--- src/rtl/tpg_pkg.sv ---
package tpg_pkg;
  typedef enum logic [2:0] {
    MODE_OFF, MODE_IDLE, MODE_LONG, MODE_SHORT, MODE_PRBS
  } tpg_mode_e;

  localparam logic [1:0] SYM_POS  = 2'b01;
  localparam logic [1:0] SYM_ZERO = 2'b00;
  localparam logic [1:0] SYM_NEG  = 2'b11;

  localparam logic [1:0] SEL_SPEED = 2'd0;
  localparam logic [1:0] SEL_TEST  = 2'd1;
  localparam logic [1:0] SEL_LINK  = 2'd2;
  localparam logic [1:0] SEL_BIST  = 2'd3;

  localparam logic [2:0] TC_LONG  = 3'd7;
  localparam logic [2:0] TC_SHORT = 3'd6;
  localparam int         BIST_BIT = 8;
endpackage

--- src/rtl/tpg_lfsr.sv ---
module tpg_lfsr #(
  parameter int             W    = 9,
  parameter int             TAP  = 5,
  parameter logic [W-1:0]   SEED = '1
) (
  input  logic         clk,
  input  logic         rst_n,
  input  logic         step,
  input  logic         restart,
  output logic         bit_o,
  output logic [W-1:0] state_o
);
  logic [W-1:0] state_q, state_d, eff;

  always_comb begin
    eff     = restart ? SEED : state_q;
    state_d = state_q;
    if (step) state_d = {eff[W-2:0], eff[W-1] ^ eff[TAP-1]};
  end

  always_ff @(posedge clk or negedge rst_n) begin
    if (!rst_n) state_q <= SEED;
    else        state_q <= state_d;
  end

  assign bit_o   = eff[W-1];
  assign state_o = state_q;
endmodule

--- src/rtl/tpg_pulse_seq.sv ---
module tpg_pulse_seq import tpg_pkg::*; #(
  parameter int HI    = 14,
  parameter int GAP_A = 6,
  parameter int GAP_B = 6
) (
  input  logic       clk,
  input  logic       rst_n,
  input  logic       step,
  input  logic       restart,
  output logic [1:0] sym_o
);
  localparam int PER = 2 * HI + GAP_A + GAP_B;
  localparam int CW  = $clog2(PER + 1);

  logic [CW-1:0] cnt_q, cnt_d, eff;

  always_comb begin
    eff = restart ? '0 : cnt_q;
    if (eff < CW'(HI))                   sym_o = SYM_POS;
    else if (eff < CW'(HI + GAP_A))      sym_o = SYM_ZERO;
    else if (eff < CW'(2 * HI + GAP_A))  sym_o = SYM_NEG;
    else                                 sym_o = SYM_ZERO;
    cnt_d = cnt_q;
    if (step) cnt_d = (eff == CW'(PER - 1)) ? '0 : eff + 1'b1;
  end

  always_ff @(posedge clk or negedge rst_n) begin
    if (!rst_n) cnt_q <= '0;
    else        cnt_q <= cnt_d;
  end
endmodule

--- src/rtl/tpg_mlt3.sv ---
module tpg_mlt3 import tpg_pkg::*; (
  input  logic       clk,
  input  logic       rst_n,
  input  logic       step,
  input  logic       restart,
  input  logic       bit_i,
  output logic [1:0] level_o
);
  logic [1:0] lvl_q, lvl_d, last_q, last_d, eff_lvl, eff_last;

  always_comb begin
    eff_lvl  = restart ? SYM_ZERO : lvl_q;
    eff_last = restart ? SYM_NEG  : last_q;
    level_o  = eff_lvl;
    last_d   = eff_last;
    if (bit_i) begin
      if (eff_lvl == SYM_ZERO) begin
        level_o = (eff_last == SYM_NEG) ? SYM_POS : SYM_NEG;
      end else begin
        level_o = SYM_ZERO;
        last_d  = eff_lvl;
      end
    end
    lvl_d = level_o;
    if (!step) begin
      lvl_d  = lvl_q;
      last_d = last_q;
    end
  end

  always_ff @(posedge clk or negedge rst_n) begin
    if (!rst_n) begin
      lvl_q  <= SYM_ZERO;
      last_q <= SYM_NEG;
    end else begin
      lvl_q  <= lvl_d;
      last_q <= last_d;
    end
  end
endmodule

--- src/rtl/ternary_test_gen.sv ---
module ternary_test_gen import tpg_pkg::*; #(
  parameter int SCR_W    = 11,
  parameter int SCR_TAP  = 9,
  parameter int PRBS_W   = 9,
  parameter int PRBS_TAP = 5,
  parameter int LONG_HI  = 14,
  parameter int LONG_GAP = 6,
  parameter int SHORT_HI = 2
) (
  input  logic        clk,
  input  logic        rst_n,
  input  logic        bit_en,
  input  logic        cfg_we,
  input  logic [1:0]  cfg_sel,
  input  logic [15:0] cfg_wdata,
  output logic [1:0]  sym,
  output logic        sym_vld
);
  logic       force_q, force_d, link_q, link_d, bist_q, bist_d;
  logic [2:0] tcode_q, tcode_d;
  tpg_mode_e  mode_c, mode_q, mode_d;
  logic       restart_c, scr_bit, prbs_bit, mlt_step, mlt_bit;
  logic [1:0] long_sym, short_sym, mlt_sym, sym_d;
  logic       vld_d;
  logic [SCR_W-1:0]  scr_state;
  logic [PRBS_W-1:0] prbs_state;

  // Configuration words
  always_comb begin
    force_d = force_q;
    tcode_d = tcode_q;
    link_d  = link_q;
    bist_d  = bist_q;
    if (cfg_we) begin
      unique case (cfg_sel)
        SEL_SPEED: force_d = cfg_wdata[0];
        SEL_TEST:  tcode_d = cfg_wdata[2:0];
        SEL_LINK:  link_d  = cfg_wdata[0];
        SEL_BIST:  bist_d  = cfg_wdata[BIST_BIT];
      endcase
    end
  end

  // Mode decode: speed force, then test code, then self-test
  always_comb begin
    if (!force_q)                 mode_c = MODE_OFF;
    else if (tcode_q == TC_LONG)  mode_c = MODE_LONG;
    else if (tcode_q == TC_SHORT) mode_c = MODE_SHORT;
    else if (bist_q && link_q)    mode_c = MODE_PRBS;
    else                          mode_c = MODE_IDLE;
  end

  assign restart_c = bit_en && (mode_c != mode_q);
  assign mode_d    = bit_en ? mode_c : mode_q;
  assign mlt_step  = bit_en && (mode_c == MODE_IDLE || mode_c == MODE_PRBS);
  assign mlt_bit   = (mode_c == MODE_IDLE) ? ~scr_bit : prbs_bit;

  tpg_lfsr #(.W(SCR_W), .TAP(SCR_TAP), .SEED('1)) u_scr (
    .clk(clk), .rst_n(rst_n), .step(bit_en && mode_c == MODE_IDLE),
    .restart(restart_c), .bit_o(scr_bit), .state_o(scr_state));

  tpg_lfsr #(.W(PRBS_W), .TAP(PRBS_TAP), .SEED('1)) u_prbs (
    .clk(clk), .rst_n(rst_n), .step(bit_en && mode_c == MODE_PRBS),
    .restart(restart_c), .bit_o(prbs_bit), .state_o(prbs_state));

  tpg_mlt3 u_mlt (
    .clk(clk), .rst_n(rst_n), .step(mlt_step), .restart(restart_c),
    .bit_i(mlt_bit), .level_o(mlt_sym));

  tpg_pulse_seq #(.HI(LONG_HI), .GAP_A(LONG_GAP), .GAP_B(LONG_GAP)) u_long (
    .clk(clk), .rst_n(rst_n), .step(bit_en && mode_c == MODE_LONG),
    .restart(restart_c), .sym_o(long_sym));

  tpg_pulse_seq #(.HI(SHORT_HI), .GAP_A(SHORT_HI), .GAP_B(0)) u_short (
    .clk(clk), .rst_n(rst_n), .step(bit_en && mode_c == MODE_SHORT),
    .restart(restart_c), .sym_o(short_sym));

  // Output selection
  always_comb begin
    vld_d = 1'b1;
    unique case (mode_c)
      MODE_LONG:  sym_d = long_sym;
      MODE_SHORT: sym_d = short_sym;
      MODE_IDLE,
      MODE_PRBS:  sym_d = mlt_sym;
      default: begin
        sym_d = SYM_ZERO;
        vld_d = 1'b0;
      end
    endcase
  end

  always_ff @(posedge clk or negedge rst_n) begin
    if (!rst_n) begin
      force_q <= 1'b1;
      tcode_q <= '0;
      link_q  <= 1'b0;
      bist_q  <= 1'b0;
      mode_q  <= MODE_IDLE;
      sym     <= SYM_ZERO;
      sym_vld <= 1'b0;
    end else begin
      force_q <= force_d;
      tcode_q <= tcode_d;
      link_q  <= link_d;
      bist_q  <= bist_d;
      mode_q  <= mode_d;
      if (bit_en) begin
        sym     <= sym_d;
        sym_vld <= vld_d;
      end
    end
  end
endmodule

--- config.mk ---
export PLATFORM = sky130hd
export DESIGN_NAME = ternary_test_gen
export DESIGN_NICKNAME = d
export VERILOG_FILES = /design/src/rtl/tpg_pkg.sv /design/src/rtl/tpg_lfsr.sv /design/src/rtl/tpg_pulse_seq.sv /design/src/rtl/tpg_mlt3.sv /design/src/rtl/ternary_test_gen.sv
export SDC_FILE = /design/constraint.sdc
export NUM_CORES = 1
export LEC_CHECK = 0
export BUFFER_PORTS_ARGS = -buffer_cell sky130_fd_sc_hd__buf_4
export CELL_PAD_IN_SITES_DETAIL_PLACEMENT = 1
export CELL_PAD_IN_SITES_GLOBAL_PLACEMENT = 1
export CORE_MARGIN = 5
export CORE_UTILIZATION = 25
export DETAILED_ROUTE_END_ITERATION = 8
export GPL_TIMING_DRIVEN = 0
export PLACE_DENSITY_LB_ADDON = 0.08
export SETUP_SLACK_MARGIN = 0.1
export SLEW_MARGIN = 10
export SYNTH_ARGS = -nofsm -noshare
export SYNTH_HDL_FRONTEND = slang
export SYNTH_SLANG_ARGS = --single-unit
export TNS_END_PERCENT = 5
--- constraint.sdc ---
create_clock -name clk -period 3.3 [get_ports clk]
set_input_delay 0.165 -clock clk [delete_from_list [all_inputs] [get_ports clk]]
set_output_delay 0.165 -clock clk [all_outputs]
set_load 0.005 [all_outputs]
==> results of run 1 <==
## what timing repair did
action / in CTS / in global routing
endpoints found under the hold margin: 21 / 0
endpoints found under the setup margin: 0 / 2
hold buffers: 1 / 0
gates resized for setup: 0 / 4
## flip-flops by register name, summed over array words and instances, names as in the netlist
register	count
force_q	1
mode_q	3
u_long.cnt_q	6
tcode_q	3
u_prbs.state_o	9
link_q	1
u_scr.state_o	11
sym_vld	1
bist_q	1
u_mlt.lvl_q	2
sym	2
u_short.cnt_q	3
u_mlt.last_q	2
## through the flow
step	total power (uW)	instance area (um2)	worst slack (ns)	cells
after global placement	1620	2560	0.209	357
after global routing	2160	2690	0.111	366
final	1980	2690	0.336	366
after CTS	2020	2680	0.199	366
after floorplan	1430	2340	0.608	234
after detailed placement	1620	2560	0.212	357
## cell families after synthesis
group,Yosys count,share of synthesized area
flops,45,0.495
buf+inv,19,0.0466
xor+xnor,2,0.00750
fa+ha+maj,1,0.00536
compound gates,68,0.209
mux,9,0.0445
simple gates,90,0.192
## report_power, final
group,internal (uW),leakage [uW],switching [uW]
combinational,295,0.000490,323
sequential,834,0.000521,146
clock,190,0.0000542,192
total,1320,0.00107,662
## path summary, 6_finish.rpt
kind                                              startpoint                           end  slack (ns)  cells after the start
worst min register to register  u_scr.state_o[1]$_DFFE_PN1P_  u_scr.state_o[1]$_DFFE_PN1P_        0.46                      2
worst min-delay path                            cfg_wdata[1]        tcode_q[1]$_DFFE_PN0P_        0.09                      2
min in group asynchronous                              rst_n   u_long.cnt_q[4]$_DFFE_PN0P_        0.40                      2
worst max-delay path                     force_q$_DFFE_PN1P_   u_long.cnt_q[5]$_DFFE_PN0P_        0.34                     13
worst max register to register           force_q$_DFFE_PN1P_   u_long.cnt_q[5]$_DFFE_PN0P_        0.34                     13
max in group asynchronous                              rst_n  u_short.cnt_q[2]$_DFFE_PN0P_        2.48                      2
## layout by cell type (no fill, tap or decap), types with 3 or more instances in the layout
cell,synthesis,routed
nand3_1,5,5
nor3_2,2,3
mux2_2,6,6
a21oi_1,7,7
a22o_1,6,6
o22a_1,7,7
nand2b_1,3,3
o21ai_1,17,17
and3_1,3,3
nor3b_1,3,3
nor2_1,25,25
buf_6,4,4
nor3_1,4,3
nand2_1,28,28
dfstp_2,24,24
o31ai_2,3,3
inv_1,6,6
clkbuf_8,0,7
nor2b_1,4,4
dfrtp_1,21,21
clkbuf_1,6,5
o21ai_0,9,9
buf_4,2,14
## metal layers
layer	vias to the layer above	track usage
met5	-	0
met4	0	0.0274
met3	5	0.0259
li1	875	-
met2	15	0.177
met1	883	0.148
## cell type report
| class | count | area (um2) | area share |
|---|---|---|---|
| Clock buffer | 7 | 96.3 | 0.0358 |
| Clock inverter | 1 | 5.00 | 0.00186 |
| Multi-Input combinational cell | 170 | 1080 | 0.403 |
| Sequential cell | 45 | 1160 | 0.430 |
| Timing Repair Buffer | 13 | 100 | 0.0372 |
| Tap cell | 111 | 139 | 0.0516 |
| Inverter | 7 | 26.3 | 0.00976 |
| Buffer | 12 | 83.8 | 0.0311 |
## worst max-delay path, cell delays in order, from the launching register on
cell	delay [ns]
dfstp_2	0.52
buf_4	0.16
inv_2	0.08
nor4_4	0.30
o311ai_2	0.19
and2_1	0.22
buf_6	0.13
buf_4	0.17
nor2b_1	0.13
ha_1	0.23
nand2_1	0.13
nor3_2	0.26
o31ai_2	0.09
a22o_1	0.24
==> out/qor.yml, run 1 <==
detailed_routing:
  dr.pass1.iters: 4
  num_vias: 1778
  routed_via_density: 4.86
  wire_per_inst_um: 15.5
  met2_length_um: 2630
  ant_nets: 0
  wl_met1_um: 2870
  routed_wl_um: 5680
  drt_iter0_drc: 27
  top_layer: "met4"
  wl_met3_um: 114
  drc_errors: 0
sta:
  slew_violations: 0
  hold_ws_ns: 0.0908
  tightest_slew_ns: 0.657
  timing.fmax_ghz: 0.337
  grt_setup_unrepaired: "false"
  setup_viol: 0
  tns_ns: 0
  fin_crit_ns: 2.96
  final_hold_viol_count: 0
  fin_skew_ns: 0.0109
  relSlewSlack: 0.560
  final.period_utilization: 0.898
logic_synthesis:
  synth_edf_count: 0
  yosysTopAreaCell: "dfstp_2"
  syn_inst: 234
  synth.area.top_cells: "dfstp_2 (27%), dfrtp_1 (22%), nand2_1 (4.5%), nor2_1 (4.0%), o21ai_1 (3.6%)"
  yosysSeqAreaShare: 0.495
  yosys_warnings: 0
  synth_nets: 257
  synth.top_cell.area_share: 0.270
  yosysMostFrequentCell: "nand2_1"
  synthArstFlopShare: 1.00
  synth_area_per_cell_um2: 9.98
  yosys-top-cells-count: "nand2_1 (28), nor2_1 (25), dfstp_2 (24), dfrtp_1 (21), o21ai_1 (17)"
  synth_cell_type_count: 52
  synth_flop_cell: "dfstp_2"
  ys_seq_elements: 45
  syn_area_um2: 2340
pwr:
  vdd_drop_max_uv: 183
  p_leak_uw: 0.00107
  pwr_density_cell_nw_per_um2: 736
floorplan:
  fp.dieH_um: 107
  die_w_um: 107
  core_um2: 9200
  die-area_um2: 11400
  num_io_pins: 25
  rows: 35
  start_util: 0.254
worst_setup_path:
  arrival_ns: 3.16
  path_class: "flip-flop to flip-flop"
  worstPathRequired_ns: 3.49
  setup.worst_path.start_class: "flip-flop"
  path_max_fanout: 10
  cp-end-kind: "flip-flop"
cells_and_area:
  syn_to_final_growth_pct: 15.2
  antenna_cells: 0
  nets: 277
  drive_gt1_frac: 0.286
  fill_cells: 1061
  final_core_util: 0.293
cts:
  cts.sinks: 45
  cts.htree.levels: 2
  cts_max_path_buffers: 2
  clock_latency_ns: 0.30
  postCtsSetupBuffers: 0
  cts_made_buffers: 5
  cts.clk_slew.worst_paths_ns: 0.09
  cts_root_buffer: "clkbuf_8"
  tritoncts: "yes"
grt:
  grt_pass1_vias: 1965
  gr-total-overflow: 0
  grt_start_max_net_pins: 46
  antenna_found_initial: 0
  grt_pass1_wl_um: 10100
  track_usage: 0.110
place:
  gp_congestion: 0.709
  io_buffers: 12
  hpwlAfterDp_um: 3970
status:
  status: "finished, final reports clean"
worst_hold_path:
  min_path_type: "input port to flip-flop"
job:
  maxCapViolCount: 0
Note: power is estimated with default switching activity, not from simulation.
==> run 2: changes to the inputs <==
--- a/config.mk
+++ b/config.mk
@@ -10,9 +10,11 @@
 export CELL_PAD_IN_SITES_GLOBAL_PLACEMENT = 1
 export CORE_MARGIN = 5
 export CORE_UTILIZATION = 25
+export CTS_CLUSTER_DIAMETER = 200
 export DETAILED_ROUTE_END_ITERATION = 8
 export GPL_TIMING_DRIVEN = 0
 export PLACE_DENSITY_LB_ADDON = 0.08
+export RECOVER_POWER = 50
 export SETUP_SLACK_MARGIN = 0.1
 export SLEW_MARGIN = 10
 export SYNTH_ARGS = -nofsm -noshare
==> run 2 against run 1 <==
  * First-iteration DRC count unchanged
  * Largest power group unchanged
  * Routed wire length decreased by 0.26%
  * Worst hold slack about the same
  * Power about the same
==> out/qor.yml, run 2 (synthesis results as in run 1) <==
floorplan:
  rows: 35  # unchanged
  core_um2: 9200  # unchanged
  fp.dieH_um: 107  # unchanged
  die_w_um: 107  # unchanged
  die-area_um2: 11400  # unchanged
  start_util: 0.254  # unchanged
  num_io_pins: 25  # unchanged
cells_and_area:
  layout_commonest_cell: "nand2_1"
  syn_to_final_growth_pct: 15.1  # about the same
  largest_register_ffs: 11  # unchanged
  nets: 277  # unchanged
  antenna_cells: 0  # unchanged
  final_cell_mix: "nand2_1 (28), nor2_1 (25), dfstp_2 (24)"
  drive_gt1_frac: 0.286  # unchanged
worst_setup_path:
  r2r_cells: 13  # unchanged
  worstPathRequired_ns: 3.49  # about the same
  arrival_ns: 3.15  # about the same
  rr_endpoint: "u_long.cnt_q[5]$_DFFE_PN0P_"
  path_class: "flip-flop to flip-flop"
  path_max_fanout: 10  # unchanged
  cp-end-kind: "flip-flop"
  crit_end: "u_long.cnt_q[5]$_DFFE_PN0P_"
  setup.worst_path.start_class: "flip-flop"
  r2r_start: "force_q$_DFFE_PN1P_"
  critical_path.startpoint: "force_q$_DFFE_PN1P_"
  reg2reg_slack_ns: 0.34  # about the same
cts:
  postCtsSetupBuffers: 0  # unchanged
  cts_made_buffers: 5  # unchanged
  clock_latency_ns: 0.30  # about the same
  cts_root_buffer: "clkbuf_8"
  cts_max_path_buffers: 2  # unchanged
  tritoncts: "yes"
  cts.clk_slew.worst_paths_ns: 0.09  # about the same
  cts.htree.levels: 2  # unchanged
  cts.sinks: 45  # unchanged
pwr:
  pwr_density_cell_nw_per_um2: 737  # +0.14%
  vdd_drop_max_uv: 183  # about the same
  internal_power_uw: 1320  # about the same
  p_comb_frac: 0.313  # about the same
  seq_power_share: 0.495  # about the same
  p_sw_uw: 663  # +0.19%
  p_leak_uw: 0.00107  # about the same
  sw_frac_of_total: 0.335  # +0.000486
  clockPowerShare: 0.192  # about the same
sta:
  setup_viol: 0  # unchanged
  final_hold_viol_count: 0  # unchanged
  relSlewSlack: 0.222  # -0.338
  tightest_slew_ns: 1.17  # +0.510 ns
  grt_setup_unrepaired: "false"
  fin_skew_ns: 0.0110  # +0.0000852 ns
  slew_violations: 0  # unchanged
  fin_crit_ns: 2.96  # -0.00583 ns
  final.period_utilization: 0.896  # -0.00177
  fin_ws_ns: 0.342  # +0.00583 ns
  timing.fmax_ghz: 0.338  # +0.20%
  tns_ns: 0  # unchanged
detailed_routing:
  num_vias: 1778  # unchanged
  routed_via_density: 4.86  # unchanged
  dr.pass1.iters: 4  # unchanged
  routed_wl_um: 5660  # -0.26%
  ant_nets: 0  # unchanged
  wire_per_inst_um: 15.5  # -0.26%
  drt_iter0_drc: 27  # unchanged
  drc_errors: 0  # unchanged
worst_hold_path:
  min_path_type: "input port to flip-flop"
place:
  hpwlAfterDp_um: 3970  # unchanged
  post-place-ws_ns: 0.212  # unchanged
  gp_congestion: 0.709  # unchanged
  io_buffers: 12  # unchanged
grt:
  track_usage: 0.110  # unchanged
  grt_pass1_wl_um: 10100  # unchanged
  grt_pass1_vias: 1965  # unchanged
  grt_start_max_net_pins: 46  # unchanged
  antenna_found_initial: 0  # unchanged
  gr-total-overflow: 0  # unchanged
status:
  status: "finished, final reports clean"
job:
  maxCapViolCount: 0  # unchanged
run 2: through the flow:
| step | util | hold slack (ns) | power (uW) | instance area [um2] | cells |
|---|---|---|---|---|---|
| 2_1_floorplan | - | -0.131 | 1430 | 2340 | 234 |
| 3_3_place_gp | 0.279 | 0.225 | 1620 | 2560 | 357 |
| 3_5_place_dp | 0.279 | 0.223 | 1620 | 2560 | 357 |
| 4_1_cts | 0.291 | 0.0827 | 2020 | 2680 | 366 |
| 5_1_grt | 0.292 | 0.0855 | 2160 | 2690 | 366 |
| 6_report | 0.292 | 0.0911 | 1980 | 2690 | 366 |
run 2: critical path: stages (launching register included):
cell and delay [ns]:
dfstp_2 0.52, buf_4 0.16, inv_2 0.08, nor4_4 0.30, o311ai_2 0.19, and2_1 0.22, buf_6 0.13, buf_4 0.17
nor2b_1 0.13, ha_1 0.23, nand2_1 0.13, nor3_2 0.26, o31ai_2 0.09, a22o_1 0.24
run 2: final cells by class:
type | instances | area (um2)
inverter | 7 | 26.3
sequential | 45 | 1160
buffer | 12 | 83.8
clock inverter | 1 | 5.00
timing repair buffer | 13 | 97.6
fill | 1060 | 6510
clock buffer | 7 | 96.3
multi-input combinational | 170 | 1080
tap | 111 | 139
run 2: repair_timing:
action	in CTS	in global routing
endpoints found under the setup margin	0	2
endpoints found under the hold margin	21	0
hold buffers	1	0
resized for setup	0	4
run 2: how the worst min path moves through the flow:
stage                  from                          end  slack, ns  cells after the start
6_report       cfg_wdata[1]       tcode_q[1]$_DFFE_PN0P_       0.09                      2
2_1_floorplan         rst_n           bist_q$_DFFE_PN0P_      -0.13                      0
3_3_place_gp          rst_n  u_long.cnt_q[5]$_DFFE_PN0P_       0.23                      1
4_1_cts        cfg_wdata[1]       tcode_q[1]$_DFFE_PN0P_       0.08                      2
3_5_place_dp          rst_n  u_long.cnt_q[5]$_DFFE_PN0P_       0.22                      1
5_1_grt        cfg_wdata[1]       tcode_q[1]$_DFFE_PN0P_       0.09                      2
run 2: power by group through the flow:
stage / Sequential, uW / Clock [uW] / Combinational [uW]
finish: 980 / 381 / 619
global route: 1010 / 428 / 714
CTS: 984 / 406 / 633
detailed placement: 990 / 0 / 631
global placement: 990 / 0 / 627
floorplan: 945 / 0 / 485
run 2: layer usage:
| layer | GRT usage | wire [um] | up-vias | part of all wire |
|---|---|---|---|---|
| met5 | 0 | 0 | - | 0 |
| met4 | 0.0274 | 51 | 0 | 0.0090 |
| met3 | 0.0259 | 121 | 4 | 0.021 |
| met2 | 0.177 | 2620 | 16 | 0.46 |
| met1 | 0.148 | 2880 | 881 | 0.51 |
| li1 | - | - | 877 | - |
==> run 3: changes to the inputs <==
--- a/config.mk
+++ b/config.mk
@@ -9,10 +9,11 @@
 export CELL_PAD_IN_SITES_DETAIL_PLACEMENT = 1
 export CELL_PAD_IN_SITES_GLOBAL_PLACEMENT = 1
 export CORE_MARGIN = 5
-export CORE_UTILIZATION = 25
+export CORE_UTILIZATION = 40
 export CTS_CLUSTER_DIAMETER = 200
 export DETAILED_ROUTE_END_ITERATION = 8
 export GPL_TIMING_DRIVEN = 0
+export MAX_ROUTING_LAYER = met4
 export PLACE_DENSITY_LB_ADDON = 0.08
 export RECOVER_POWER = 50
 export SETUP_SLACK_MARGIN = 0.1
==> run 3 against run 2 <==
  * The run now ends with capacitance limit, slew limit left
  * Clock power grew 1%
  * First-iteration DRC count up 120%
  * Largest cell class unchanged
  * Sequential cell count stayed put
  * Clock-buffer cell count unchanged
==> out/qor.yml, run 3 (synthesis results as in run 1) <==
place:
  io_buffers: 12  # unchanged
  gp_congestion: 0.770  # +8.7%
  hpwlAfterDp_um: 3760  # -5.2%
  dpl_cell_area_um2: 2520  # -1.9%
cts:
  clock_latency_ns: 0.30  # about the same
  cts_made_buffers: 5  # unchanged
  cts.sinks: 45  # unchanged
  cts_root_buffer: "clkbuf_8"
  tritoncts: "yes"
  cts.htree.levels: 2  # unchanged
  cts_max_path_buffers: 2  # unchanged
  cts.clk_slew.worst_paths_ns: 0.08  # about the same
cells_and_area:
  layout_commonest_cell: "nand2_1"
  drive_gt1_frac: 0.275  # -0.0118
  final_cell_mix: "nand2_1 (28), nor2_1 (25), dfstp_2 (24)"
  fill_cells: 667  # -37%
  seq_area_um2: 1160  # unchanged
  nets: 277  # unchanged
  multi_input_area_um2: 1080  # -0.81%
  antenna_cells: 0  # unchanged
  largest_register_ffs: 11  # unchanged
  fin_area_um2: 2630  # -2.2%
  syn_to_final_growth_pct: 12.6
worst_setup_path:
  cp_common_cell: "buf_4"
  cp-end-kind: "flip-flop"
  crit_chain: "buf_4 -> inv_2 -> nor4_2 -> o311ai_2 -> and2_1 -> buf_6 -> buf_4 -> nor2b_1 -> ha_1 -> nand2_1 -> nor3_2 -> o31ai_2 -> a22o_1"
  arrival_ns: 3.13  # -0.02 ns
  path_max_fanout: 10  # unchanged
  worstPathRequired_ns: 3.49  # about the same
  worst_path_largest_cell_delay_ns: 0.52  # about the same
  crit_slowest_cell: "dfstp_2"
  setup.worst_path.start_class: "flip-flop"
  path_buf_inv: 4  # unchanged
  critPathTopFamily: "simple AND/OR/NAND/NOR gates"
  path_class: "flip-flop to flip-flop"
worst_hold_path:
  min_path_type: "input port to flip-flop"
grt:
  track_usage: 0.156  # +0.0459
  grt_pass1_wl_um: 8890  # -12%
  gr-total-overflow: 0  # unchanged
  grt_pass1_vias: 1816  # -7.6%
  grt_start_max_net_pins: 46  # unchanged
  antenna_found_initial: 0  # unchanged
detailed_routing:
  dr.pass1.iters: 4  # unchanged
  wire_per_inst_um: 16.2  # +4.9%
  drc_errors: 0  # unchanged
  routed_wl_um: 5310  # -6.3%
  ant_nets: 0  # unchanged
  num_vias: 1757  # -1.2%
  routed_via_density: 5.37  # +11%
  drt_iter0_drc: 60  # +120%
sta:
  fin_crit_ns: 2.93  # -0.0259 ns
  final_hold_viol_count: 0  # unchanged
  setup_viol: 0  # unchanged
  timing.fmax_ghz: 0.341  # +0.88%
  tns_ns: 0  # unchanged
  hold_ws_ns: 0.0937  # +0.00261 ns
  final.period_utilization: 0.889  # -0.00784
  tightest_slew_ns: 2.44  # +1.28 ns
  grt_setup_unrepaired: "false"
  fin_skew_ns: 0.0128  # +0.00185 ns
  slew_violations: 46  # +46
  relSlewSlack: -0.629  # -0.851
floorplan:
  die_w_um: 86.4  # -19%
  core_um2: 5610  # -39%
  start_util: 0.417  # +0.163
  num_io_pins: 25  # unchanged
  die-area_um2: 7470  # -34%
  fp.dieH_um: 86.4  # -19%
  rows: 27  # -23%
status:
  violations: "capacitance limit, slew limit"
  status: "complete, but fails checks"
pwr:
  p_leak_uw: 0.00106  # -0.81%
  pwr_density_cell_nw_per_um2: 755  # +2.5%
  vdd_drop_max_uv: 343  # +87%
job:
  maxCapViolCount: 1  # +1
## run 3: power by group
group	total (uW)	leakage, uW	internal (uW)	switching [uW]
Combinational	622	0.000482	294	327
Sequential	979	0.000521	834	145
Clock	386	0.0000534	194	192
## run 3: worst paths after layout
check	slack (ns)	cells after the start	to	start
worst min register to register	0.46	2	u_prbs.state_o[5]$_DFFE_PN1P_	u_prbs.state_o[5]$_DFFE_PN1P_
min in group asynchronous	1.14	2	u_long.cnt_q[4]$_DFFE_PN0P_	rst_n
worst min-delay path	0.09	2	tcode_q[1]$_DFFE_PN0P_	cfg_wdata[1]
max in group asynchronous	0.76	2	mode_q[1]$_DFFE_PN0P_	rst_n
worst max register to register	0.37	13	u_long.cnt_q[5]$_DFFE_PN0P_	force_q$_DFFE_PN1P_
worst max-delay path	0.37	13	u_long.cnt_q[5]$_DFFE_PN0P_	force_q$_DFFE_PN1P_
## run 3: what timing repair did
action                     CTS  global route
setup endpoints to repair    0             1
hold endpoints to repair    21             0
hold buffers                 1             0
resized for setup            0             1
buffers inserted             0             0
## run 3: cell type report
cell class / instances / share of cell area
inverters: 7 / 0.00999
plain buffers: 12 / 0.0314
well taps: 72 / 0.0343
multi-input cells: 170 / 0.409
clock buffers: 7 / 0.0371
flip-flops and latches: 45 / 0.440
clock inverters: 1 / 0.00190
repair buffers: 13 / 0.0366
## run 3: routing by layer
layer  vias up  track usage  share of wire
met5         -            -              0
met2        19        0.234           0.46
li1        877            -              -
met3         5       0.0342          0.025
met4         0       0.0510          0.014
met1       856        0.208           0.50
## run 3: metrics by stage
step | setup slack, ns | util | instances | total power [uW]
2_1_floorplan | 0.608 | - | 234 | 1430
3_3_place_gp | 0.268 | 0.449 | 318 | 1590
3_5_place_dp | 0.299 | 0.449 | 318 | 1620
4_1_cts | 0.269 | 0.469 | 327 | 2010
5_1_grt | 0.170 | 0.469 | 327 | 2120
6_report | 0.367 | 0.469 | 327 | 1990
